## src/rtl/smb_tmo_pkg.sv

```systemverilog
package smb_tmo_pkg;

  typedef enum logic {
    SEL_TMR_A = 1'b0,
    SEL_TMR_B = 1'b1
  } tmr_sel_e;

  function automatic int unsigned step_last(input int unsigned log2_step);
    return (32'd1 << log2_step) - 32'd1;
  endfunction

endpackage

```

## src/rtl/smb_tmo_cfg.sv

```systemverilog
module smb_tmo_cfg
  import smb_tmo_pkg::*;
#(
  parameter int THR_W = 12
) (
  input  logic             clk,
  input  logic             rst_n,
  input  logic             wr,
  input  logic             sel,
  input  logic             en_in,
  input  logic             idle_in,
  input  logic [THR_W-1:0] thr_in,
  output logic             en_a,
  output logic             idle_a,
  output logic [THR_W-1:0] thr_a,
  output logic             en_b,
  output logic [THR_W-1:0] thr_b
);

  logic             en_a_d, idle_a_d, en_b_d;
  logic [THR_W-1:0] thr_a_d, thr_b_d;
  logic             wr_a, wr_b;

  assign wr_a = wr && (sel == SEL_TMR_A);
  assign wr_b = wr && (sel == SEL_TMR_B);

  always_comb begin
    en_a_d   = en_a;
    idle_a_d = idle_a;
    thr_a_d  = thr_a;
    en_b_d   = en_b;
    thr_b_d  = thr_b;
    if (wr_a) begin
      en_a_d = en_in;
      if (!en_a) begin
        idle_a_d = idle_in;
        thr_a_d  = thr_in;
      end
    end
    if (wr_b) begin
      en_b_d = en_in;
      if (!en_b) begin
        thr_b_d = thr_in;
      end
    end
  end

  always_ff @(posedge clk or negedge rst_n) begin
    if (!rst_n) begin
      en_a   <= 1'b0;
      idle_a <= 1'b0;
      thr_a  <= '0;
      en_b   <= 1'b0;
      thr_b  <= '0;
    end else if (wr) begin
      en_a   <= en_a_d;
      idle_a <= idle_a_d;
      thr_a  <= thr_a_d;
      en_b   <= en_b_d;
      thr_b  <= thr_b_d;
    end
  end

endmodule

```

## src/rtl/smb_tmo_cnt.sv

```systemverilog
module smb_tmo_cnt #(
  parameter int PRE_W = 11,
  parameter int THR_W = 12
) (
  input  logic             clk,
  input  logic             rst_n,
  input  logic             restart,
  input  logic             adv,
  input  logic [PRE_W-1:0] pre_last,
  input  logic [THR_W-1:0] thr,
  output logic             hit
);

  logic [PRE_W-1:0] pre_q, pre_d;
  logic [THR_W-1:0] unit_q, unit_d;
  logic             done_q, done_d;
  logic             cnt_ce;

  assign cnt_ce = restart || (adv && !done_q);

  always_comb begin
    pre_d  = pre_q;
    unit_d = unit_q;
    done_d = done_q;
    hit    = 1'b0;
    if (restart) begin
      pre_d  = '0;
      unit_d = '0;
      done_d = 1'b0;
    end else if (adv && !done_q) begin
      if (pre_q == pre_last) begin
        pre_d = '0;
        if (unit_q == thr) begin
          hit    = 1'b1;
          done_d = 1'b1;
          unit_d = '0;
        end else begin
          unit_d = unit_q + {{(THR_W-1){1'b0}}, 1'b1};
        end
      end else begin
        pre_d = pre_q + {{(PRE_W-1){1'b0}}, 1'b1};
      end
    end
  end

  always_ff @(posedge clk or negedge rst_n) begin
    if (!rst_n) begin
      pre_q  <= '0;
      unit_q <= '0;
      done_q <= 1'b0;
    end else if (cnt_ce) begin
      pre_q  <= pre_d;
      unit_q <= unit_d;
      done_q <= done_d;
    end
  end

endmodule

```

## src/rtl/smb_tmo_top.sv

```systemverilog
module smb_tmo_top
  import smb_tmo_pkg::*;
#(
  parameter int THR_W    = 12,
  parameter int LOW_LOG  = 11,
  parameter int IDLE_LOG = 2
) (
  input  logic             clk,
  input  logic             rst_n,
  input  logic             scl_i,
  input  logic             sda_i,
  input  logic             stretch_i,
  input  logic             start_i,
  input  logic             stop_i,
  input  logic             ack_i,
  input  logic             cfg_wr_i,
  input  logic             cfg_sel_i,
  input  logic             cfg_en_i,
  input  logic             cfg_idle_i,
  input  logic [THR_W-1:0] cfg_thr_i,
  input  logic             tmo_clr_i,
  output logic             tmo_o
);

  localparam int PRE_W = (LOW_LOG > IDLE_LOG) ? LOW_LOG : IDLE_LOG;
  localparam logic [PRE_W-1:0] LOW_LAST  = PRE_W'(step_last(LOW_LOG));
  localparam logic [PRE_W-1:0] IDLE_LAST = PRE_W'(step_last(IDLE_LOG));

  logic             en_a, idle_a, en_b;
  logic [THR_W-1:0] thr_a, thr_b;
  logic             cond_a, restart_a, restart_b;
  logic [PRE_W-1:0] last_a;
  logic             hit_a, hit_b;
  logic             tmo_q, tmo_d;

  smb_tmo_cfg #(.THR_W(THR_W)) u_cfg (
    .clk     (clk),
    .rst_n   (rst_n),
    .wr      (cfg_wr_i),
    .sel     (cfg_sel_i),
    .en_in   (cfg_en_i),
    .idle_in (cfg_idle_i),
    .thr_in  (cfg_thr_i),
    .en_a    (en_a),
    .idle_a  (idle_a),
    .thr_a   (thr_a),
    .en_b    (en_b),
    .thr_b   (thr_b)
  );

  // Timer A watches either clock-low or both-lines-high
  assign cond_a    = idle_a ? (scl_i && sda_i) : !scl_i;
  assign last_a    = idle_a ? IDLE_LAST : LOW_LAST;
  assign restart_a = !en_a || !cond_a;

  smb_tmo_cnt #(.PRE_W(PRE_W), .THR_W(THR_W)) u_tmr_a (
    .clk      (clk),
    .rst_n    (rst_n),
    .restart  (restart_a),
    .adv      (cond_a),
    .pre_last (last_a),
    .thr      (thr_a),
    .hit      (hit_a)
  );

  // Timer B accumulates local stretch between protocol strobes
  assign restart_b = !en_b || start_i || stop_i || ack_i;

  smb_tmo_cnt #(.PRE_W(PRE_W), .THR_W(THR_W)) u_tmr_b (
    .clk      (clk),
    .rst_n    (rst_n),
    .restart  (restart_b),
    .adv      (stretch_i),
    .pre_last (LOW_LAST),
    .thr      (thr_b),
    .hit      (hit_b)
  );

  always_comb begin
    tmo_d = tmo_q;
    if (tmo_clr_i) tmo_d = 1'b0;
    if (hit_a || hit_b) tmo_d = 1'b1;
  end

  always_ff @(posedge clk or negedge rst_n) begin
    if (!rst_n) tmo_q <= 1'b0;
    else        tmo_q <= tmo_d;
  end

  assign tmo_o = tmo_q;

endmodule

```

## config.mk

```make
export PLATFORM = sky130hd
export DESIGN_NAME = smb_tmo_top
export DESIGN_NICKNAME = d
export VERILOG_FILES = /design/src/rtl/smb_tmo_pkg.sv /design/src/rtl/smb_tmo_cfg.sv /design/src/rtl/smb_tmo_cnt.sv /design/src/rtl/smb_tmo_top.sv
export SDC_FILE = /design/constraint.sdc
export NUM_CORES = 1
export LEC_CHECK = 0
export BUFFER_PORTS_ARGS = -buffer_cell sky130_fd_sc_hd__buf_2
export CAP_MARGIN = 20
export CORE_MARGIN = 5
export CORE_UTILIZATION = 50
export DETAILED_ROUTE_END_ITERATION = 7
export PLACE_DENSITY = 0.68
export SLEW_MARGIN = 20
export SYNTH_ARGS = -nofsm -noshare
export SYNTH_HDL_FRONTEND = slang
export SYNTH_SLANG_ARGS = --single-unit
export TNS_END_PERCENT = 30
```

## constraint.sdc

```tcl
create_clock -name clk -period 2.7 [get_ports clk]
set_clock_uncertainty 0.15 [all_clocks]
set_input_delay 0.135 -clock clk [delete_from_list [all_inputs] [get_ports clk]]
set_output_delay 0.135 -clock clk [all_outputs]
set_load 0.1 [all_outputs]
```

# Yosys cells after proc, flatten, opt, wreduce, memory -nomap -nowiden
# Cells that the tools add are included.
# word_totals
register_bits	76
wordCells	92
# op_classes
reduce_logical	35
n_addsub	4
mux	34
n_eq_ne	4
n_bitwise	3
# ops
op	n
12-bit two-way mux	8
11-bit two-way mux	7
12-bit by 1-bit adder with 12-bit output, second input constant	2
12-bit == test	2
11-bit by 1-bit adder with 11-bit output, second input constant	2
1-bit two-way mux	19
2-bit nonzero test	7
3-bit AND reduction	4
11-bit == test	1
11-bit == test, second input constant	1
2-bit AND reduction	4
4-bit AND reduction	2
1-bit logical OR	7
1-bit zero test	6
1-bit logical AND	5
1-bit inverter	3

# Longest topological paths before layout
# logic_depth
word_depth	7
ltp_mapped	7
depth_no_buf	6

# Modules after synthesis
# A second synthesis with hierarchy kept.
# hier_totals
hier_cells	425
hier_area_um2	4306.6
# modules_own_cells
module	area_each_um2	instances	cells_per_inst	seq_area_each_um2
smb_tmo_cnt	1594.0	2	177	600.6
smb_tmo_cfg	1042.2	1	60	675.6
smb_tmo_top	76.3	1	11	25.0

# Worst setup path after synthesis
# Ideal clock, no wire load.
# synth_timing
path_kind	register to register
start	reg u_tmr_a.pre_q[7]
end	reg u_tmr_a.unit_q[4]
t_arrival_ns	1.941
t_required_ns	2.411
stages_incl_launch_ff	7
slack_ns	0.470
setup_time_ns	0.139
n_path_buf	1
path_cell_list	dfrtp_1 or4_4 mux2_4 a211o_1 clkbuf_8 a32oi_1 o41ai_1
# synth_via
elab_chain_len	3
# synth_lines
item	line_no	source
from (decl)	smb_tmo_cnt.sv:14	logic [PRE_W-1:0] pre_q, pre_d;
from (signal assigned)	smb_tmo_cnt.sv:52	pre_q <= pre_d;
11-bit == test	smb_tmo_cnt.sv:31	if (pre_q == pre_last) begin
2-bit nonzero test (no source line)	-	
3-bit AND reduction (no source line)	-	
to (signal assigned)	smb_tmo_cnt.sv:53	unit_q <= unit_d;
to (decl)	smb_tmo_cnt.sv:15	logic [THR_W-1:0] unit_q, unit_d;
# Every way passes these cells.
# A chain may end at the register's enable or synchronous reset.

# Worst setup path in the final report
# Same ends and word-level chain as after synthesis.

==> run metrics <==
max cap viols 0; port bufs 25; Total Power 2.47 mW; crit path cell chain or4_4 -> mux2_4 -> a211o_1 -> nand2b_4 -> o41ai_1; Post-DRT Antenna Nets 0; Post-Synthesis Cells 379; cell row count 32; r2r worst-path depth 5; H-Tree Depth 3; post-synth top area share 47.9%; Total GRT Usage 18.3%; CTS tree yes; First-pass DRT Iterations 4; largest area contributor in the netlist dfrtp_1; Clock Tree Buf Depth 2; post-DP HPWL 5750 um; post-CTS resize count 0; worst hold margin 24.1 ps; Final Critical Period 2490 ps; DR vias 3019; Worst slew margin 37.3%; actual slew at the worst max-slew pin 940 ps; Setup CP Type reg2reg; antenna diode count 0; io pins 26; final setup margin 212 ps; critical path arrival 2580 ps; register bit total from synthesis 76; latest clock arrival within the worst-skew pair 350 ps; post-synthesis sequential area ratio 47.9%; WL final 8210 um; share of cells above drive strength 1 19.4%; Final setup viols 0; grt total ovfl 0; unrepaired setup endpoints after global routing no; final hold violations 0; Synth cell types 51; chip width 99.1 um; Die ar. 0.00981 mm2; required time of the critical path 2790 ps; DR WL/cell 15.4 um; clock root cell clkbuf_8; first-pass GRT wire length 14600 um; Max IR drop VDD 0.350 mV; fillers 661; Commonest cells post-synth 76 x dfrtp_1, 38 x nor2_1, 30 x xor2_1; DRT iter0 DRCs 103; Die H 99.1 um; Hold Path Stages 3; Area Growth Syn to Fin 15.0%; CP peak stage delay 560 ps; setup tns final 0 ps; Inst Count DP 501; post-route clock period utilization 92.2%; Crit-path slowest cell or4_4; post-CTS setup buffer count 0; vias in the first global route 3038; fmax 402 MHz; crit start category flip-flop; GPL Wtd Cong 0.831; most common cell in the netlist dfrtp_1; status complete, no violations; Initial Util 51.3%; initial antenna violation count 0; Sink Count 76; Pleak 1.92 nW; warning count from the yosys run 0; Hold Path Class in2reg; CP Capture Type flip-flop; DR DRC count 0; Final #Nets 456; r2r setup slk 210 ps; Finished Layout Cells 534; power density over cell area 542 mW/mm2; number of buffers created by CTS 9; Async SR Flop Fraction 100%; mapped cell area 0.00397 mm2; Synth Flop Type dfrtp_1; Vias/cell 5.65; crit path max fanout 14; largest net degree at the start of global routing 77; syn_nets 408; syn avg cell area 10.5 um2; Area contributors post-synth dfrtp_1 48%, mux2_2 7.9%, xor2_1 6.6%; fin. max-slew vios 0; Clk pin slew, worst setup/hold paths 70 ps; number of synthesized flops with an enable pin 0; CORE AREA 0.00773 mm2; pre-CTS WS 223 ps
==> where the power goes <==
part / switching (mW) / internal, mW / leakage, nW
sequential: 0.0826 / 1.24 / 1.00
clock: 0.400 / 0.410 / 0.0937
combinational: 0.144 / 0.189 / 0.830
total: 0.626 / 1.84 / 1.92
==> metrics by stage <==
| step | util (%) | cell area (um2) |
|---|---|---|
| floorplan | - | 3970 |
| global placement | 54.5 | 4210 |
| detailed placement | 54.5 | 4210 |
| CTS | 59.0 | 4560 |
| global route | 59.0 | 4560 |
| finish | 59.0 | 4560 |
==> metal layers <==
metal / vias to the layer above / part of all wire, % / global-route usage [%]
met5: - / 0 / 0
met4: 0 / 1.6 / 6.41
met3: 12 / 3.6 / 3.11
met2: 62 / 45 / 27.2
met1: 1468 / 50 / 26.8
li1: 1477 / - / -
==> cell type report <==
| class | instances | area (um2) | share of cell area [%] |
|---|---|---|---|
| inverter | 5 | 18.8 | 0.412 |
| sequential | 76 | 1900 | 41.7 |
| clock buffer | 15 | 176 | 3.87 |
| tap | 102 | 128 | 2.80 |
| timing repair buffer | 49 | 350 | 7.68 |
| multi-input combinational | 286 | 1980 | 43.4 |
| clock inverter | 1 | 5.00 | 0.110 |
==> registers in the layout, summed over array words and instances, names as in the netlist <==
register and cells:
tmo_o 1, u_cfg.en_b 1, u_cfg.thr_a 12, u_tmr_a.unit_q 12, u_tmr_a.pre_q 11, u_tmr_b.pre_q 11
u_cfg.idle_a 1, u_tmr_a.done_q 1, u_tmr_b.done_q 1, u_tmr_b.unit_q 12, u_cfg.thr_b 12, u_cfg.en_a 1
==> cell families after synthesis <==
kind of cell             synth area share [%]
adder cells (fa/ha/maj)                  1.26
AND/OR/NAND/NOR                          20.2
buffers and inverters                    2.15
AO/OA/AOI/OAI                            9.24
flip-flops                               47.9
XOR/XNOR                                 10.6
multiplexers                             8.58
==> worst paths after layout <==
kind / from / end
min: cfg_sel_i / u_cfg.en_a$_DFFE_PN0P_
max reg2reg: u_tmr_a.pre_q[7]$_DFFE_PN0P_ / u_tmr_a.unit_q[4]$_DFFE_PN0P_
min in group asynchronous: rst_n / u_tmr_b.pre_q[1]$_DFFE_PN0P_
min reg2reg: tmo_o$_DFFE_PN0P_ / tmo_o$_DFFE_PN0P_
max: u_tmr_a.pre_q[7]$_DFFE_PN0P_ / u_tmr_a.unit_q[4]$_DFFE_PN0P_
max in group asynchronous: rst_n / u_cfg.thr_b[5]$_DFFE_PN0P_
==> repair_timing <==
item / 4_1_cts / 5_1_grt
setup endpoints to repair: 0 / 0
hold buffers: 17 / 0
hold endpoints to repair: 104 / 0
==> critical path, delay by kind of cell, from the launching register on <==
kind,cells,cell delay (ps)
AO/OA/AOI/OAI,2,730
flip-flops,1,440
multiplexers,1,270
AND/OR/NAND/NOR,2,790
==> placed cells by master (no fill, tap or decap), types with 3 or more instances in the layout <==
master         synthesis  layout
a32oi_1                6       6
and3_1                 6       6
and3_2                 4       4
and4_1                 4       4
buf_2                  1      24
buf_4                  0       8
clkbuf_1               8       3
clkbuf_8               2      12
dfrtp_1               76      76
dlygate4sd3_1          0      17
ha_1                   4       4
inv_1                  5       5
mux2_2                28      28
nand2_1               24      24
nand3_1               22      22
nand4_1               20      20
nor2_1                38      38
nor2b_1                5       5
nor3_1                 9       9
nor4_1                 4       4
o211ai_1               7       7
o21ai_0               15      15
o41ai_1                5       5
xnor2_1               18      18
xor2_1                30      30
Power figures use the tool's default switching activity.
